===== src/rtl/alu_stage.sv =====
module alu_stage #(
  parameter int DW   = 16,
  parameter int IMMW = 6
) (
  input  logic          sel_a,
  input  logic [1:0]    sel_b,
  input  logic [3:0]    op,
  input  logic [DW-1:0] pc,
  input  logic [DW-1:0] rd0,
  input  logic [DW-1:0] rd1,
  input  logic [DW-1:0] instr,
  output logic [DW-1:0] result,
  output logic          match
);
  localparam int SHW = $clog2(DW);

  logic [IMMW-1:0] imm;
  logic [DW-1:0]   opa, opb;
  logic [SHW-1:0]  shamt;

  assign imm   = instr[IMMW-1:0];
  assign opa   = sel_a ? rd0 : pc;
  assign shamt = opb[SHW-1:0];
  assign match = (opa == opb);

  always_comb begin
    case (sel_b)
      2'd0:    opb = rd1;
      2'd1:    opb = {{(DW-IMMW){imm[IMMW-1]}}, imm};
      2'd2:    opb = {{(DW-IMMW){1'b0}}, imm};
      default: opb = '0;
    endcase
  end

  always_comb begin
    case (op)
      4'h1:    result = opa - opb;
      4'h2:    result = opa & opb;
      4'h3:    result = opa | opb;
      4'h8:    result = opa << shamt;
      4'h9:    result = opa >> shamt;
      default: result = opa + opb;
    endcase
  end
endmodule



===== config.mk =====
export PLATFORM = sky130hd
export DESIGN_NAME = alu_stage
export DESIGN_NICKNAME = d
export VERILOG_FILES = /design/src/rtl/alu_stage.sv
export SDC_FILE = /design/constraint.sdc
export NUM_CORES = 1
export LEC_CHECK = 0
export ABC_AREA = 1
export BUFFER_PORTS_ARGS = -buffer_cell sky130_fd_sc_hd__clkbuf_2
export CORE_MARGIN = 8
export CORE_UTILIZATION = 25
export DETAILED_ROUTE_END_ITERATION = 7
export PLACE_DENSITY = 0.43
export SLEW_MARGIN = 20
export SYNTH_ARGS = -nofsm -noshare
export SYNTH_HDL_FRONTEND = slang
export SYNTH_SLANG_ARGS = --single-unit

===== constraint.sdc =====
create_clock -name vclk -period 6.15
set_input_delay 0.3075 -clock vclk [all_inputs]
set_output_delay 0.3075 -clock vclk [all_outputs]
set_load 0.01 [all_outputs]

==> flow_metrics.py, run 1 <==
metrics = {
    "placed_design": {
        "post-place-ws_ns": 2.075,
        "port_buffers": 78,
        "place_area_um2": 4763,
        "placed_cells": 1101,
        "dpl.hpwl_mm": 15.48,
        "gp_congestion": 0.9091,
    },
    "setup_path": {
        "crit_fanout": 38,
        "crit_path_start_kind": "input pin",
        "cp.arrival_ns": 3.79,
        "critical_path_class": "input pin to output port",
        "cp-end-kind": "output port",
        "required_ns": 5.84,
    },
    "sta": {
        "drv_slew": 0,
        "period_share_pct": 66.59,
        "period_needed_ns": 4.095,
        "clock.fmax_mhz": 244.2,
        "rsz0062_at_grt": "no",
        "setup_tns_ns": 0,
        "worst_hold_slack_ns": 1.137,
        "hold_viol": 0,
        "setup_ws_ns": 2.055,
        "worstMarginPinSlew_ns": 0.7730,
        "setup_viol": 0,
        "max_slew_margin_pct": 48.32,
    },
    "synth": {
        "synth-xor-area-share_pct": 0.6208,
        "yosysSeqAreaShare_pct": 0,
        "syn_area_um2": 4233,
        "synth_compound_area_share_pct": 13.15,
        "synth.distinct_cells": 38,
        "syn-num-nets": 951,
        "synth.top_cell.area_share_pct": 24.59,
        "synth_top_area_cell": "nand3_1",
        "yosys-mux-area-fraction_pct": 0,
        "yosys.area_share.simple_pct": 54.36,
        "avgSynthCellArea_um2": 5.100,
        "synth_area_leaders": "nand3_1, nand2_1, ha_1, inv_1, nor2_1",
        "synth_top_family_by_area": "simple AND/OR/NAND/NOR gates",
        "yosys_warnings": 0,
        "synthAdderAreaFrac_pct": 15.13,
        "synth_cells": 830,
    },
    "final_layout": {
        "syn_to_final_growth_pct": 12.53,
        "fin_area_um2": 4763,
        "drive_above_1_share_pct": 12.03,
        "layout.cells.non_filler": 1101,
        "diodes": 0,
        "n_clock_buffer": 0,
        "final_util_pct": 28.72,
        "flops_and_latches": 0,
        "regArea_um2": 0,
        "nets": 1004,
        "multi_input_area_um2": 3525,
        "fillCellCount": 2021,
    },
    "pwr": {
        "ir_worst_vdd_mv": 0.03939,
        "power_leakage_nw": 2.645,
        "power_density_nw_per_um2": 117.9,
        "p_total_uw": 561.7,
    },
    "floorplanning": {
        "initial_core_util_pct": 25.52,
        "die_area_um2": 21350,
        "dieHeight_um": 146.1,
        "die_width_um": 146.1,
        "fp-row-count": 47,
        "core_area_um2": 16580,
        "ioPinCount": 88,
    },
    "route": {
        "vias": 5507,
        "ant_nets": 0,
        "avgRoutedWirePerCell_um": 16.70,
        "drt-initial-drc-count": 610,
        "drc": 0,
        "via_per_inst": 5.002,
        "routed_wl_mm": 18.39,
        "dr.pass1.iters": 5,
    },
    "global_routing": {
        "grt_pass1_wl_mm": 28.72,
        "use_met2_pct": 26.00,
        "grt_max_degree": 39,
        "grt_use_total_pct": 16.37,
        "grt_util_met1_pct": 23.28,
        "antenna_found_initial": 0,
        "overflow": 0,
        "gr-usage-met3_pct": 1.143,
        "grt_busiest_layer": "met2",
        "grt_pass1_vias": 5325,
    },
    "worst_hold_path": {
        "min-delay-start": "op[1]",
        "holdPathEnd": "result[0]",
        "holdPathStages": 5,
        "hold_class": "input pin to output port",
    },
    "cts": {
        "post_cts_resized": 0,
        "cts_hold_buffers": 0,
        "cts_setup_buffers": 0,
    },
    "status": {
        "outcome": "finished, final reports clean",
    },
    "job": {
        "maxCapViolCount": 0,
    },
}
## placed cells by master (no fill, tap or decap), types with 5 or more instances in the layout
| cell type | instances |
|---|---|
| nand3_1 | 208 |
| nand2_1 | 182 |
| inv_1 | 140 |
| clkbuf_2 | 78 |
| nor2_1 | 68 |
| ha_1 | 48 |
| o21ai_0 | 34 |
| a21oi_1 | 23 |
| nand4_1 | 22 |
| o22ai_1 | 10 |
| nor3_1 | 9 |
| o21bai_1 | 7 |
| nor2_2 | 6 |
| o21ai_2 | 5 |
## layer usage
layer	vias up	wire length (um)	share of wire (%)
met1	2483	8906	48
met2	168	8091	44
met5	-	0	0
met3	22	852	4.6
li1	2834	-	-
met4	0	536	2.9
## layout make-up
type	instances	area share, %
tap	220	5.779
multi-input combinational	655	74.00
inverter	144	11.40
timing repair buffer	82	8.826
## power by group
group	switching [mW]	total, mW	internal [mW]
combinational	0.384	0.562	0.178
clock	0	0	0
sequential	0	0	0
## worst max path at each step
stage,start,cells after the start,to
global route,sel_b[1],20,result[10]
finish,sel_b[1],20,result[10]
floorplan,sel_b[1],18,result[10]
global placement,sel_b[1],20,result[10]
CTS,sel_b[1],20,result[10]
detailed placement,sel_b[1],20,result[10]
## synth_stat cells, types with 2 or more instances
| master | n |
|---|---|
| nand2_1 | 182 |
| a31oi_1 | 2 |
| nand4_1 | 22 |
| o21ai_1 | 3 |
| nand3_1 | 208 |
| o21ai_0 | 34 |
| buf_4 | 6 |
| ha_1 | 48 |
| nand2_2 | 3 |
| o21bai_1 | 7 |
| inv_1 | 140 |
| inv_2 | 3 |
| o21ai_2 | 5 |
| clkbuf_1 | 8 |
| a21oi_1 | 23 |
| o211ai_1 | 3 |
| nor2_2 | 6 |
| nand3_2 | 3 |
| a22oi_1 | 2 |
| nor3_1 | 9 |
| o22ai_1 | 10 |
| nand3b_1 | 2 |
| nor4_1 | 2 |
| fa_1 | 2 |
| buf_2 | 15 |
| nor2_1 | 68 |
| xor2_1 | 3 |
## cells by family after synthesis
family,count (synthesis)
xor gates and xnor gates,3
and+or+nand+nor,508
adders and majority gates,50
AOI/OAI and AO/OA,94
buffers and inverters,175
## critical path, cell delays in order
cell and delay (ns):
clkbuf_2 0.12, inv_1 0.12, nand2_2 0.18, nand2_1 0.12, inv_2 0.07, a21oi_4 0.11, buf_4 0.38, inv_2 0.33
ha_1 0.52, nand2_1 0.10, nand3_1 0.08, o21ai_1 0.13, o21ai_0 0.44, nand2_1 0.19, nor2_1 0.17, nor2_1 0.06
nand2_1 0.07, nand3_1 0.07, nand2_1 0.08, clkbuf_2 0.13
No activity file was read; power rests on OpenSTA's default activity.
==> run 2: changes to the inputs <==
Settings changed: PLACE_DENSITY 0.43 to 0.44.
Clock period 6.15 ns to 3.35 ns, I/O delays scaled along.
==> run 2 against run 1 <==
Critical path depth is 4 lower. Core utilization is 1.2 points higher. Critical path type unchanged. Cell area is 4.2% higher. Critical endpoint is now result[15]. Sequential cell count stayed put.
==> flow_metrics.py, run 2 (synthesis results as in run 1) <==
metrics = {
    "pwr": {
        "power_density_nw_per_um2": 217.7,
        "ir_worst_vdd_mv": 0.07613,
        "power_leakage_nw": 2.770,
    },
    "global_routing": {
        "grt_max_degree": 37,
        "grt_pass1_vias": 5476,
        "grt_use_total_pct": 16.90,
        "gr-usage-met3_pct": 1.391,
        "grt_pass1_wl_mm": 29.56,
        "use_met2_pct": 27.62,
        "antenna_found_initial": 0,
        "overflow": 0,
        "grt_util_met1_pct": 23.16,
        "grt_busiest_layer": "met2",
    },
    "floorplanning": {
        "ioPinCount": 88,
        "die_area_um2": 21350,
        "fp-row-count": 47,
        "core_area_um2": 16580,
        "die_width_um": 146.1,
        "initial_core_util_pct": 25.52,
        "dieHeight_um": 146.1,
    },
    "setup_path": {
        "max_stage_delay_ns": 0.34,
        "crit_top_cell": "nand3_1",
        "crit_path_start_kind": "input pin",
        "required_ns": 3.18,
        "cpMaxStageDelayCell": "o21ai_0",
        "cp-end-kind": "output port",
        "critical_path_class": "input pin to output port",
        "crit_family": "simple AND/OR/NAND/NOR gates",
        "worstPathCellList": "clkbuf_2, inv_1, nand3_1, o21ai_0, inv_1, ha_1, inv_1, nand2_1, nor3_1, nand2_1, nand2_1, nand3_1, nand3_1, nand3_1, nand3_1, clkbuf_2",
        "critPathBufInv": 5,
        "crit_fanout": 10,
        "cp_num_cells": 16,
        "cp.arrival_ns": 2.98,
    },
    "final_layout": {
        "mostFrequentLayoutCells": "nand3_1, nand2_1, inv_1",
        "nets": 1030,
        "n_clock_buffer": 0,
        "layout.cells.non_filler": 1127,
        "syn_to_final_growth_pct": 17.26,
        "diodes": 0,
        "layout_commonest_cell": "nand3_1",
        "flops_and_latches": 0,
        "regArea_um2": 0,
        "drive_above_1_share_pct": 14.66,
        "fillCellCount": 1975,
    },
    "sta": {
        "rsz0062_at_grt": "no",
        "period_needed_ns": 3.151,
        "drv_slew": 0,
        "setup_tns_ns": 0,
        "period_share_pct": 94.07,
        "hold_viol": 0,
        "max_slew_margin_pct": 49.63,
        "setup_viol": 0,
        "worstMarginPinSlew_ns": 0.7547,
        "clock.fmax_mhz": 317.3,
    },
    "route": {
        "drc": 0,
        "avgRoutedWirePerCell_um": 17.04,
        "routed_wl_mm": 19.21,
        "vias": 5762,
        "drt-initial-drc-count": 601,
        "dr.pass1.iters": 5,
        "ant_nets": 0,
        "via_per_inst": 5.113,
    },
    "worst_hold_path": {
        "hold_class": "input pin to output port",
        "holdPathStages": 5,
    },
    "cts": {
        "cts_setup_buffers": 0,
        "post_cts_resized": 0,
        "cts_hold_buffers": 0,
    },
    "job": {
        "maxCapViolCount": 0,
    },
    "placed_design": {
        "placed_cells": 1127,
        "dpl.hpwl_mm": 16.26,
        "gp_congestion": 0.9178,
        "port_buffers": 78,
    },
    "status": {
        "outcome": "finished, final reports clean",
    },
}
run 2: cell count changes in the layout (fill, tap and decap cells not counted):
cell	change
a22oi_2	+1
buf_4	+26
a22oi_1	-1
run 2: report_power, final:
part | total, mW | leakage [nW] | internal [mW] | switching (mW)
clock network | 0 | 0 | 0 | 0
logic | 1.08 | 2.77 | 0.361 | 0.720
registers | 0 | 0 | 0 | 0
total | 1.08 | 2.77 | 0.361 | 0.720
run 2: through the flow:
step	hold WS, ns	total power [mW]	setup WS [ns]	instance area (um2)	util [%]
global placement	0.8432	1.069	0.2904	4959	29.90
floorplan	0.5915	0.6990	0.8216	4233	-
CTS	0.8493	1.068	0.2309	4959	29.90
finish	0.8551	1.081	0.1988	4964	29.93
detailed placement	0.8482	1.064	0.2495	4959	29.90
global route	0.8791	1.201	0.007075	4964	29.93
run 2: layout make-up:
type                            count  area (um2)  share of cell area (%)
Multi-Input combinational cell    655        3530                   71.11
Timing Repair Buffer              108       615.6                   12.40
Inverter                          144       543.0                   10.94
Tap cell                          220       275.3                   5.546
run 2: worst paths after layout:
path / from / end / slack, ns
worst max-delay path: sel_b[1] / result[15] / 0.20
worst min-delay path: op[1] / result[0] / 0.86
run 2: layer usage:
| layer | vias up | part of all wire (%) |
|---|---|---|
| li1 | 2891 | - |
| met1 | 2585 | 45 |
| met2 | 259 | 45 |
| met3 | 27 | 6.9 |
| met4 | 0 | 3.0 |
| met5 | - | 0 |
==> run 3: changes to the inputs <==
Settings changed: CORE_UTILIZATION 25 to 50, PLACE_DENSITY 0.44 to 0.77.
==> run 3 against run 2 <==
Hold slack got worse by 0.030 ns. Die area fell by 45%. Combinational power down 5%. Global-route usage grew 9.6 points. Cell area is 4.6% lower. Via count rose by 0.26%. Power is 4.6% lower. Sequential share of layout area is the same. Largest cell class unchanged.
==> flow_metrics.py, run 3 (synthesis results as in run 1) <==
metrics = {
    "status": {
        "outcome": "finished, final reports clean",
    },
    "placed_design": {
        "port_buffers": 78,
        "gp_congestion": 1.015,
        "dpl.hpwl_mm": 13.43,
    },
    "route": {
        "drc": 0,
        "vias": 5777,
        "avgRoutedWirePerCell_um": 16.03,
        "ant_nets": 0,
        "drt-initial-drc-count": 663,
        "via_per_inst": 5.777,
        "dr.pass1.iters": 8,
        "routed_wl_mm": 16.03,
    },
    "floorplanning": {
        "core_area_um2": 8217,
        "die_area_um2": 11670,
        "fp-row-count": 33,
        "initial_core_util_pct": 51.52,
        "ioPinCount": 88,
        "dieHeight_um": 108.0,
        "die_width_um": 108.0,
    },
    "global_routing": {
        "antenna_found_initial": 0,
        "overflow": 0,
        "grt_use_total_pct": 26.49,
        "grt_max_degree": 38,
        "grt_pass1_wl_mm": 25.41,
        "grt_pass1_vias": 5163,
    },
    "final_layout": {
        "fillCellCount": 913,
        "final_util_pct": 57.61,
        "regArea_um2": 0,
        "layout_commonest_cell": "nand3_1",
        "syn_to_final_growth_pct": 11.82,
        "mostFrequentLayoutCells": "nand3_1, nand2_1, inv_1",
        "diodes": 0,
        "nets": 1018,
        "flops_and_latches": 0,
        "drive_above_1_share_pct": 13.63,
        "n_clock_buffer": 0,
    },
    "sta": {
        "worstMarginPinSlew_ns": 0.7059,
        "period_needed_ns": 3.122,
        "hold_viol": 0,
        "clock.fmax_mhz": 320.3,
        "drv_slew": 0,
        "setup_viol": 0,
        "worst_hold_slack_ns": 0.8248,
        "rsz0062_at_grt": "no",
        "setup_tns_ns": 0,
        "period_share_pct": 93.19,
        "max_slew_margin_pct": 52.81,
    },
    "setup_path": {
        "critical_path_class": "input pin to output port",
        "crit_path_start_kind": "input pin",
        "crit_fanout": 13,
        "cp.arrival_ns": 2.95,
        "cp-end-kind": "output port",
        "required_ns": 3.18,
    },
    "worst_hold_path": {
        "hold_class": "input pin to output port",
        "min-delay-start": "op[1]",
        "holdPathEnd": "result[0]",
        "holdPathStages": 5,
    },
    "cts": {
        "post_cts_resized": 0,
        "cts_setup_buffers": 0,
        "cts_hold_buffers": 0,
    },
    "pwr": {
        "power_density_nw_per_um2": 217.8,
        "power_leakage_nw": 2.715,
        "p_total_mw": 1.031,
        "ir_worst_vdd_mv": 0.1200,
    },
    "job": {
        "maxCapViolCount": 0,
    },
}
==> run 3: cell count changes in the layout (fill, tap and decap cells not counted), sizes merged <==
cell and change:
buf -12
==> run 3: metal layers <==
metal | up-vias | track usage, % | share of wire (%)
met5 | - | 0 | 0
met1 | 2505 | 36.71 | 42
met4 | 0 | 9.713 | 3.8
met2 | 365 | 41.15 | 44
li1 | 2864 | - | -
met3 | 43 | 2.855 | 10
==> run 3: worst max-delay path by stage <==
stage	start	endpoint	slack (ns)	cells after the start
final	sel_b[1]	result[15]	0.23	16
after global routing	sel_b[1]	result[9]	0.05	17
after CTS	sel_b[1]	result[14]	0.34	19
after detailed placement	sel_b[1]	result[14]	0.34	19
after global placement	sel_b[1]	result[14]	0.40	19
after floorplan	sel_b[1]	result[10]	0.82	18
==> run 3: final cells by class <==
type | instances | area, um2 | share of cell area, %
Tap cell | 105 | 131.4 | 2.776
Timing Repair Buffer | 96 | 525.5 | 11.10
Multi-Input combinational cell | 655 | 3533 | 74.65
Inverter | 144 | 543.0 | 11.47
==> run 3: power by group <==
part	total [mW]	switching, mW	internal [mW]
sequential	0	0	0
clock	0	0	0
combinational	1.03	0.687	0.344
==> run 3: per-stage QoR <==
stage | instance area [um2] | instances | setup WS [ns]
2_1_floorplan | 4233 | 830 | 0.8216
3_3_place_gp | 4725 | 1000 | 0.3979
3_5_place_dp | 4725 | 1000 | 0.3413
4_1_cts | 4725 | 1000 | 0.3357
5_1_grt | 4733 | 1000 | 0.04766
6_report | 4733 | 1000 | 0.2281
==> run 3: critical path: stages <==
cell      delay (ns)
clkbuf_2        0.12
inv_1           0.14
nand2_2         0.18
o21ai_0         0.42
inv_1           0.13
ha_1            0.40
inv_1           0.17
nand2_1         0.13
nor3_1          0.29
nand2_1         0.08
nand2_1         0.14
nand3_1         0.12
nand3_1         0.12
nand3_1         0.08
nand3_1         0.13
clkbuf_2        0.14
